`src/rtl/dram_rfsh_pkg.sv`:
```
package dram_rfsh_pkg;

  typedef enum logic [2:0] {
    CS_IDLE,
    CS_CSR,
    CS_RASC,
    CS_RASH,
    CS_PRE
  } cyc_state_t;

  typedef enum logic [1:0] {
    PH_PAUSE,
    PH_WARM,
    PH_RUN
  } phase_t;

  // minimum width in cycles: round up, never below one cycle
  function automatic int ns_to_cyc(input int ns, input int clk_ns);
    int c;
    c = (ns + clk_ns - 1) / clk_ns;
    return (c < 1) ? 1 : c;
  endfunction

  function automatic int cyc_max(input int a, input int b);
    return (a > b) ? a : b;
  endfunction

  // average refresh spacing: round down so the period is never exceeded
  function automatic int interval_cyc(input int period_ns, input int rows, input int clk_ns);
    int c;
    c = (period_ns / rows) / clk_ns;
    return (c < 1) ? 1 : c;
  endfunction

endpackage

```
`src/rtl/rfsh_tick_timer.sv`:
```
module rfsh_tick_timer #(
  parameter int LIMIT = 2
) (
  input  logic clk,
  input  logic rst_n,
  input  logic en,
  output logic tick
);
  localparam int W = (LIMIT > 1) ? $clog2(LIMIT) : 1;

  logic [W-1:0] cnt;

  assign tick = en && (cnt == W'(LIMIT - 1));

  always_ff @(posedge clk) begin
    if (!rst_n || !en) cnt <= '0;
    else if (tick)     cnt <= '0;
    else               cnt <= cnt + 1'b1;
  end
endmodule

```
`src/rtl/rfsh_backlog.sv`:
```
module rfsh_backlog #(
  parameter int PEND_MAX = 4,
  localparam int PW = $clog2(PEND_MAX + 1)
) (
  input  logic          clk,
  input  logic          rst_n,
  input  logic          tick,
  input  logic          take,
  output logic [PW-1:0] count,
  output logic          owed
);
  assign owed = (count != '0);

  always_ff @(posedge clk) begin
    if (!rst_n) count <= '0;
    else begin
      case ({tick, take})
        2'b10:   if (count != PW'(PEND_MAX)) count <= count + 1'b1;
        2'b01:   count <= count - 1'b1;
        default: count <= count;
      endcase
    end
  end
endmodule

```
`src/rtl/cbr_cycle_seq.sv`:
```
module cbr_cycle_seq
  import dram_rfsh_pkg::*;
#(
  parameter int CSR_C = 1,
  parameter int CHR_C = 2,
  parameter int RAS_C = 8,
  parameter int PRE_C = 6
) (
  input  logic clk,
  input  logic rst_n,
  input  logic start,
  output logic ras_n,
  output logic cas_n,
  output logic busy,
  output logic done
);
  localparam int RASH_C = RAS_C - CHR_C;
  localparam int MAXC   = cyc_max(cyc_max(CSR_C, CHR_C), cyc_max(RASH_C, PRE_C));
  localparam int CW     = $clog2(MAXC + 1);

  cyc_state_t   st, st_nx;
  logic [CW-1:0] cnt;
  int           lim;
  logic         last;

  always_comb begin
    case (st)
      CS_CSR:  begin lim = CSR_C;  st_nx = CS_RASC; end
      CS_RASC: begin lim = CHR_C;  st_nx = CS_RASH; end
      CS_RASH: begin lim = RASH_C; st_nx = CS_PRE;  end
      CS_PRE:  begin lim = PRE_C;  st_nx = CS_IDLE; end
      default: begin lim = 1;      st_nx = CS_CSR;  end
    endcase
  end

  assign last = (int'(cnt) == lim - 1);

  always_ff @(posedge clk) begin
    if (!rst_n) begin
      st  <= CS_IDLE;
      cnt <= '0;
    end else if (st == CS_IDLE) begin
      cnt <= '0;
      if (start) st <= CS_CSR;
    end else if (last) begin
      st  <= st_nx;
      cnt <= '0;
    end else begin
      cnt <= cnt + 1'b1;
    end
  end

  assign ras_n = !((st == CS_RASC) || (st == CS_RASH));
  assign cas_n = !((st == CS_CSR)  || (st == CS_RASC));
  assign busy  = (st != CS_IDLE);
  assign done  = (st == CS_PRE) && last;
endmodule

```
`src/rtl/dram_refresh_init.sv`:
```
module dram_refresh_init
  import dram_rfsh_pkg::*;
#(
  parameter int CLK_NS        = 8,
  parameter int PAUSE_NS      = 200000,
  parameter int WARMUP_N      = 8,
  parameter int REF_ROWS      = 1024,
  parameter int REF_PERIOD_NS = 16000000,
  parameter int T_RAS_NS      = 60,
  parameter int T_RP_NS       = 40,
  parameter int T_RC_NS       = 110,
  parameter int T_CSR_NS      = 5,
  parameter int T_CHR_NS      = 15,
  parameter int T_CRP_NS      = 5,
  parameter int PEND_MAX      = 4
) (
  input  logic clk,
  input  logic rst_n,
  input  logic ref_gnt,
  output logic ref_req,
  output logic ref_active,
  output logic ras_n,
  output logic cas_n,
  output logic we_n,
  output logic ready
);
  localparam int PAUSE_C = ns_to_cyc(PAUSE_NS, CLK_NS);
  localparam int INT_C   = interval_cyc(REF_PERIOD_NS, REF_ROWS, CLK_NS);
  localparam int CSR_C   = ns_to_cyc(T_CSR_NS, CLK_NS);
  localparam int CHR_C   = ns_to_cyc(T_CHR_NS, CLK_NS);
  localparam int RAS_C   = cyc_max(ns_to_cyc(T_RAS_NS, CLK_NS), CHR_C + 1);
  localparam int PRE_C   = cyc_max(cyc_max(ns_to_cyc(T_RP_NS, CLK_NS),
                                           ns_to_cyc(T_RC_NS, CLK_NS) - RAS_C),
                                   ns_to_cyc(T_CRP_NS, CLK_NS));
  localparam int WW      = $clog2(WARMUP_N + 1);
  localparam int PEND_W  = $clog2(PEND_MAX + 1);

  phase_t            phase;
  logic [WW-1:0]     warm_cnt;
  logic              in_pause, in_run;
  logic              pause_tick, int_tick;
  logic              seq_busy, seq_done, seq_start;
  logic              want, owed;
  logic [PEND_W-1:0] pend_cnt;

  assign in_pause = (phase == PH_PAUSE);
  assign in_run   = (phase == PH_RUN);

  rfsh_tick_timer #(.LIMIT(PAUSE_C)) u_pause (
    .clk(clk), .rst_n(rst_n), .en(in_pause), .tick(pause_tick)
  );

  rfsh_tick_timer #(.LIMIT(INT_C)) u_interval (
    .clk(clk), .rst_n(rst_n), .en(in_run), .tick(int_tick)
  );

  rfsh_backlog #(.PEND_MAX(PEND_MAX)) u_backlog (
    .clk(clk), .rst_n(rst_n), .tick(int_tick),
    .take(seq_start && in_run), .count(pend_cnt), .owed(owed)
  );

  assign want      = (phase == PH_WARM) || (in_run && owed);
  assign seq_start = want && ref_gnt && !seq_busy;

  cbr_cycle_seq #(
    .CSR_C(CSR_C), .CHR_C(CHR_C), .RAS_C(RAS_C), .PRE_C(PRE_C)
  ) u_seq (
    .clk(clk), .rst_n(rst_n), .start(seq_start),
    .ras_n(ras_n), .cas_n(cas_n), .busy(seq_busy), .done(seq_done)
  );

  always_ff @(posedge clk) begin
    if (!rst_n) begin
      phase    <= PH_PAUSE;
      warm_cnt <= '0;
    end else begin
      case (phase)
        PH_PAUSE: if (pause_tick) phase <= PH_WARM;
        PH_WARM:  if (seq_done) begin
                    warm_cnt <= warm_cnt + 1'b1;
                    if (warm_cnt == WW'(WARMUP_N - 1)) phase <= PH_RUN;
                  end
        default:  phase <= PH_RUN;
      endcase
    end
  end

  assign ref_req    = want || seq_busy;
  assign ref_active = seq_busy;
  assign we_n       = 1'b1;
  assign ready      = in_run;
endmodule

```
`config.mk`:
```
export PLATFORM = sky130hd
export DESIGN_NAME = dram_refresh_init
export DESIGN_NICKNAME = d
export VERILOG_FILES = /design/src/rtl/dram_rfsh_pkg.sv /design/src/rtl/rfsh_tick_timer.sv /design/src/rtl/rfsh_backlog.sv /design/src/rtl/cbr_cycle_seq.sv /design/src/rtl/dram_refresh_init.sv
export SDC_FILE = /design/constraint.sdc
export NUM_CORES = 1
export LEC_CHECK = 0
export ABC_AREA = 0
export BUFFER_PORTS_ARGS = -buffer_cell sky130_fd_sc_hd__clkbuf_2
export CAP_MARGIN = 20
export CORE_MARGIN = 2
export CORE_UTILIZATION = 40
export CTS_CLUSTER_DIAMETER = 100
export DETAILED_ROUTE_END_ITERATION = 10
export PLACE_DENSITY_LB_ADDON = 0.3
export REMOVE_ABC_BUFFERS = 1
export SLEW_MARGIN = 5
export SYNTH_ARGS = -nofsm -noshare
export SYNTH_HDL_FRONTEND = slang
export SYNTH_SLANG_ARGS = --single-unit
export TNS_END_PERCENT = 5
```
`constraint.sdc`:
```
create_clock -name clk -period 2.5 [get_ports clk]
set_clock_uncertainty 0.15 [all_clocks]
set_input_delay 0.375 -clock clk [delete_from_list [all_inputs] [get_ports clk]]
set_output_delay 0.375 -clock clk [all_outputs]
set_load 0.05 [all_outputs]
```
==> impl_results.md <==
* Critical Path AT at 2.51 ns
* Mapped Area at 0.002170 sq mm
* FFs w/ async S/R, synth at 0
* CTS H-tree depth at 2
* Worst relative slew slack at 0.6125
* Clock share of power at 0.345
* Layout cells sized above 1 at 0.1323
* F_max at 414.3 MHz
* Register bit total from synthesis at 41
* Critical-path maximum fanout at 4
* Inserted Clock Buffers at 5
* Reg power frac at 0.541
* Chip Width at 77.65 microns
* Die area at 0.006029 sq mm
* Register area share after synthesis at 0.3783
* Setup Buffers After CTS at 0
* DRT Pass-1 Iters at 4
* Crit path time final at 2.414 ns
* Final nets at 265
* IO buf count at 7
* Sw Ratio at 0.2692
* Yosys warnings at 0
* # setup viols final at 0
* Syn avg cell area at 8.819 sq um
* PostCTS Resize Cnt at 0
* Sw Pwr at 0.3312 mW
* Core Box Area at 0.005172 sq mm
* Status: completed
* Pre-CTS WS at 0.1154 ns
* Static leakage at 0.9040 nW
* Total grt overflow at 0
* Initial antenna violation count at 0
* Comb pwr share at 0.113
* Total number of vias at 1664
* Slew Limit Fails at 0
* CP Class: register to register
* # diodes at 0
* Startpoint types: register
* Most common cell after layout, fill and taps aside: dfxtp_1
* Clk_lat worst skew at 0.29 ns
* Root Driver: clkbuf_8
* Hold_buf cts at 0
* Clock transition at path regs at 0.09 ns
* Commonest cells after routing, fill and taps aside: dfxtp_1 (41), nor2_1 (29), xor2_1 (18)
* # fillers at 509
* Total wire length at 3818 microns
* RSZ-0062 raised after global routing: no
* Global-route wire length before repair at 6720 microns
* Hold/Removal Path Class: register to register
* Detail Route Antenna Nets at 0
* Synth cell types at 54
* Max_cap viols at 0
* Critical path data required time at 2.60 ns
* Final hold viol count at 0
* Synth Flop Type: dfxtp_1
* Clock sinks at 41
* IO Pins at 9
* Largest net degree at the start of global routing at 24
* Die height at 77.65 microns
* CTS tree: built
* Initial Utilization at 0.4194
* GP Congestion at 0.7516
* Peak supply drop at 288.5 uV
* Post-Synthesis Cells at 246
* Number of global-route vias before repair at 1499
* WHS at 0.2960 ns
* Via/cell ratio at 5.089
* Number of remaining DRC errors at 0
* Clk buf depth at 2
* Tcrit/Tclk final at 0.9655
* Post-synth EDFFs at 0
* Routed len/inst at 11.68 microns
* Area Overhead vs Synth at 9.112%
* Detailed placer's ending HPWL at 2681 microns
* Initial DRC Count at 86
* Critical Path End Type: register
* FP Rows at 26
* Internal at 0.8989 mW
* Setup ws final at 0.08613 ns
* Pwr per Cell Area at 519.6 mW/mm^2
* Worst-Margin Slew at 0.5796 ns
* GRT Overall Usage at 0.1380
state kept, by name, indices dropped and copies added (netlist names):
signal           count
u_interval.cnt      11
u_backlog.count      3
u_seq.cnt            3
warm_cnt             4
phase                2
u_pause.cnt         15
u_seq.st             3
logic make-up after synthesis:
group	after synthesis	synth area share
flops	41	0.3783
other cells	1	0.001728
fa+ha+maj	6	0.03806
compound gates	25	0.07843
mux	4	0.01846
xor+xnor	26	0.1050
simple gates	121	0.3264
buf+inv	22	0.05364
metrics by stage:
| step | utilization | total power, mW | setup TNS (ns) | cells | area, sq um |
|---|---|---|---|---|---|
| final | 0.4577 | 1.230 | 0 | 327 | 2367 |
| after detailed placement | 0.4410 | 0.8211 | 0 | 319 | 2281 |
| after floorplan | - | 0.7824 | -0.2607 | 232 | 2083 |
| after global routing | 0.4577 | 1.287 | 0 | 327 | 2367 |
| after CTS | 0.4577 | 1.249 | 0 | 327 | 2367 |
| after global placement | 0.4410 | 0.8212 | 0 | 319 | 2281 |
area by class of cell:
class,count,area (sq um),share of cell area
Timing Repair Buffer,17,110.1,0.04651
Sequential cell,41,820.8,0.3467
Clock inverter,3,17.52,0.007400
Multi-Input combinational cell,183,1232,0.5206
Tap cell,70,87.58,0.03700
Clock buffer,5,68.82,0.02907
Inverter,8,30.03,0.01268
synth_stat cells (5+ instances only):
cell       n  share of area
ha_1       5          0.029
nor3_1     5          0.012
nand3_1   17          0.039
xor2_1    18          0.073
xnor2_1    8          0.032
nand4_1   10          0.029
or3_1      5          0.014
nand2_1   12          0.021
clkbuf_1   8          0.014
and3_1     7          0.020
dfxtp_1   41           0.38
o21ai_1    5          0.012
inv_1      8          0.014
nor2_1    29          0.050
worst max-delay path, stage by stage (launching register included):
cell and delay (ns):
dfxtp_1 0.38, inv_1 0.06, ha_1 0.18, and4b_1 0.22, nand4_2 0.10, nand2_1 0.07, fa_1 0.44, or2b_2 0.29
a2111oi_0 0.30, a311o_1 0.17
power by group through the flow:
stage / registers, mW / logic (mW) / clock network [mW]
after CTS: 0.666 / 0.140 / 0.443
after detailed placement: 0.681 / 0.140 / 0
final: 0.666 / 0.140 / 0.425
after global placement: 0.681 / 0.140 / 0
after floorplan: 0.687 / 0.0959 / 0
after global routing: 0.667 / 0.149 / 0.471
final timing paths:
check                          from                 end  slack, ns  cells after the start
setup / recovery  u_interval.cnt[0]  u_backlog.count[1]       0.09                      9
hold / removal       u_pause.cnt[0]      u_pause.cnt[0]       0.30                      1
setup reg to reg  u_interval.cnt[0]  u_backlog.count[1]       0.09                      9
hold reg to reg      u_pause.cnt[0]      u_pause.cnt[0]       0.30                      1
routing by layer:
metal  wire [microns]  vias up  track usage
met4               36        0      0.05179
met2             1608       19       0.2043
met3              120        4      0.04186
li1                 -      883            -
met1             2052      758       0.1882
met5                0        -            0
No activity file was read; power rests on OpenSTA's default activity.
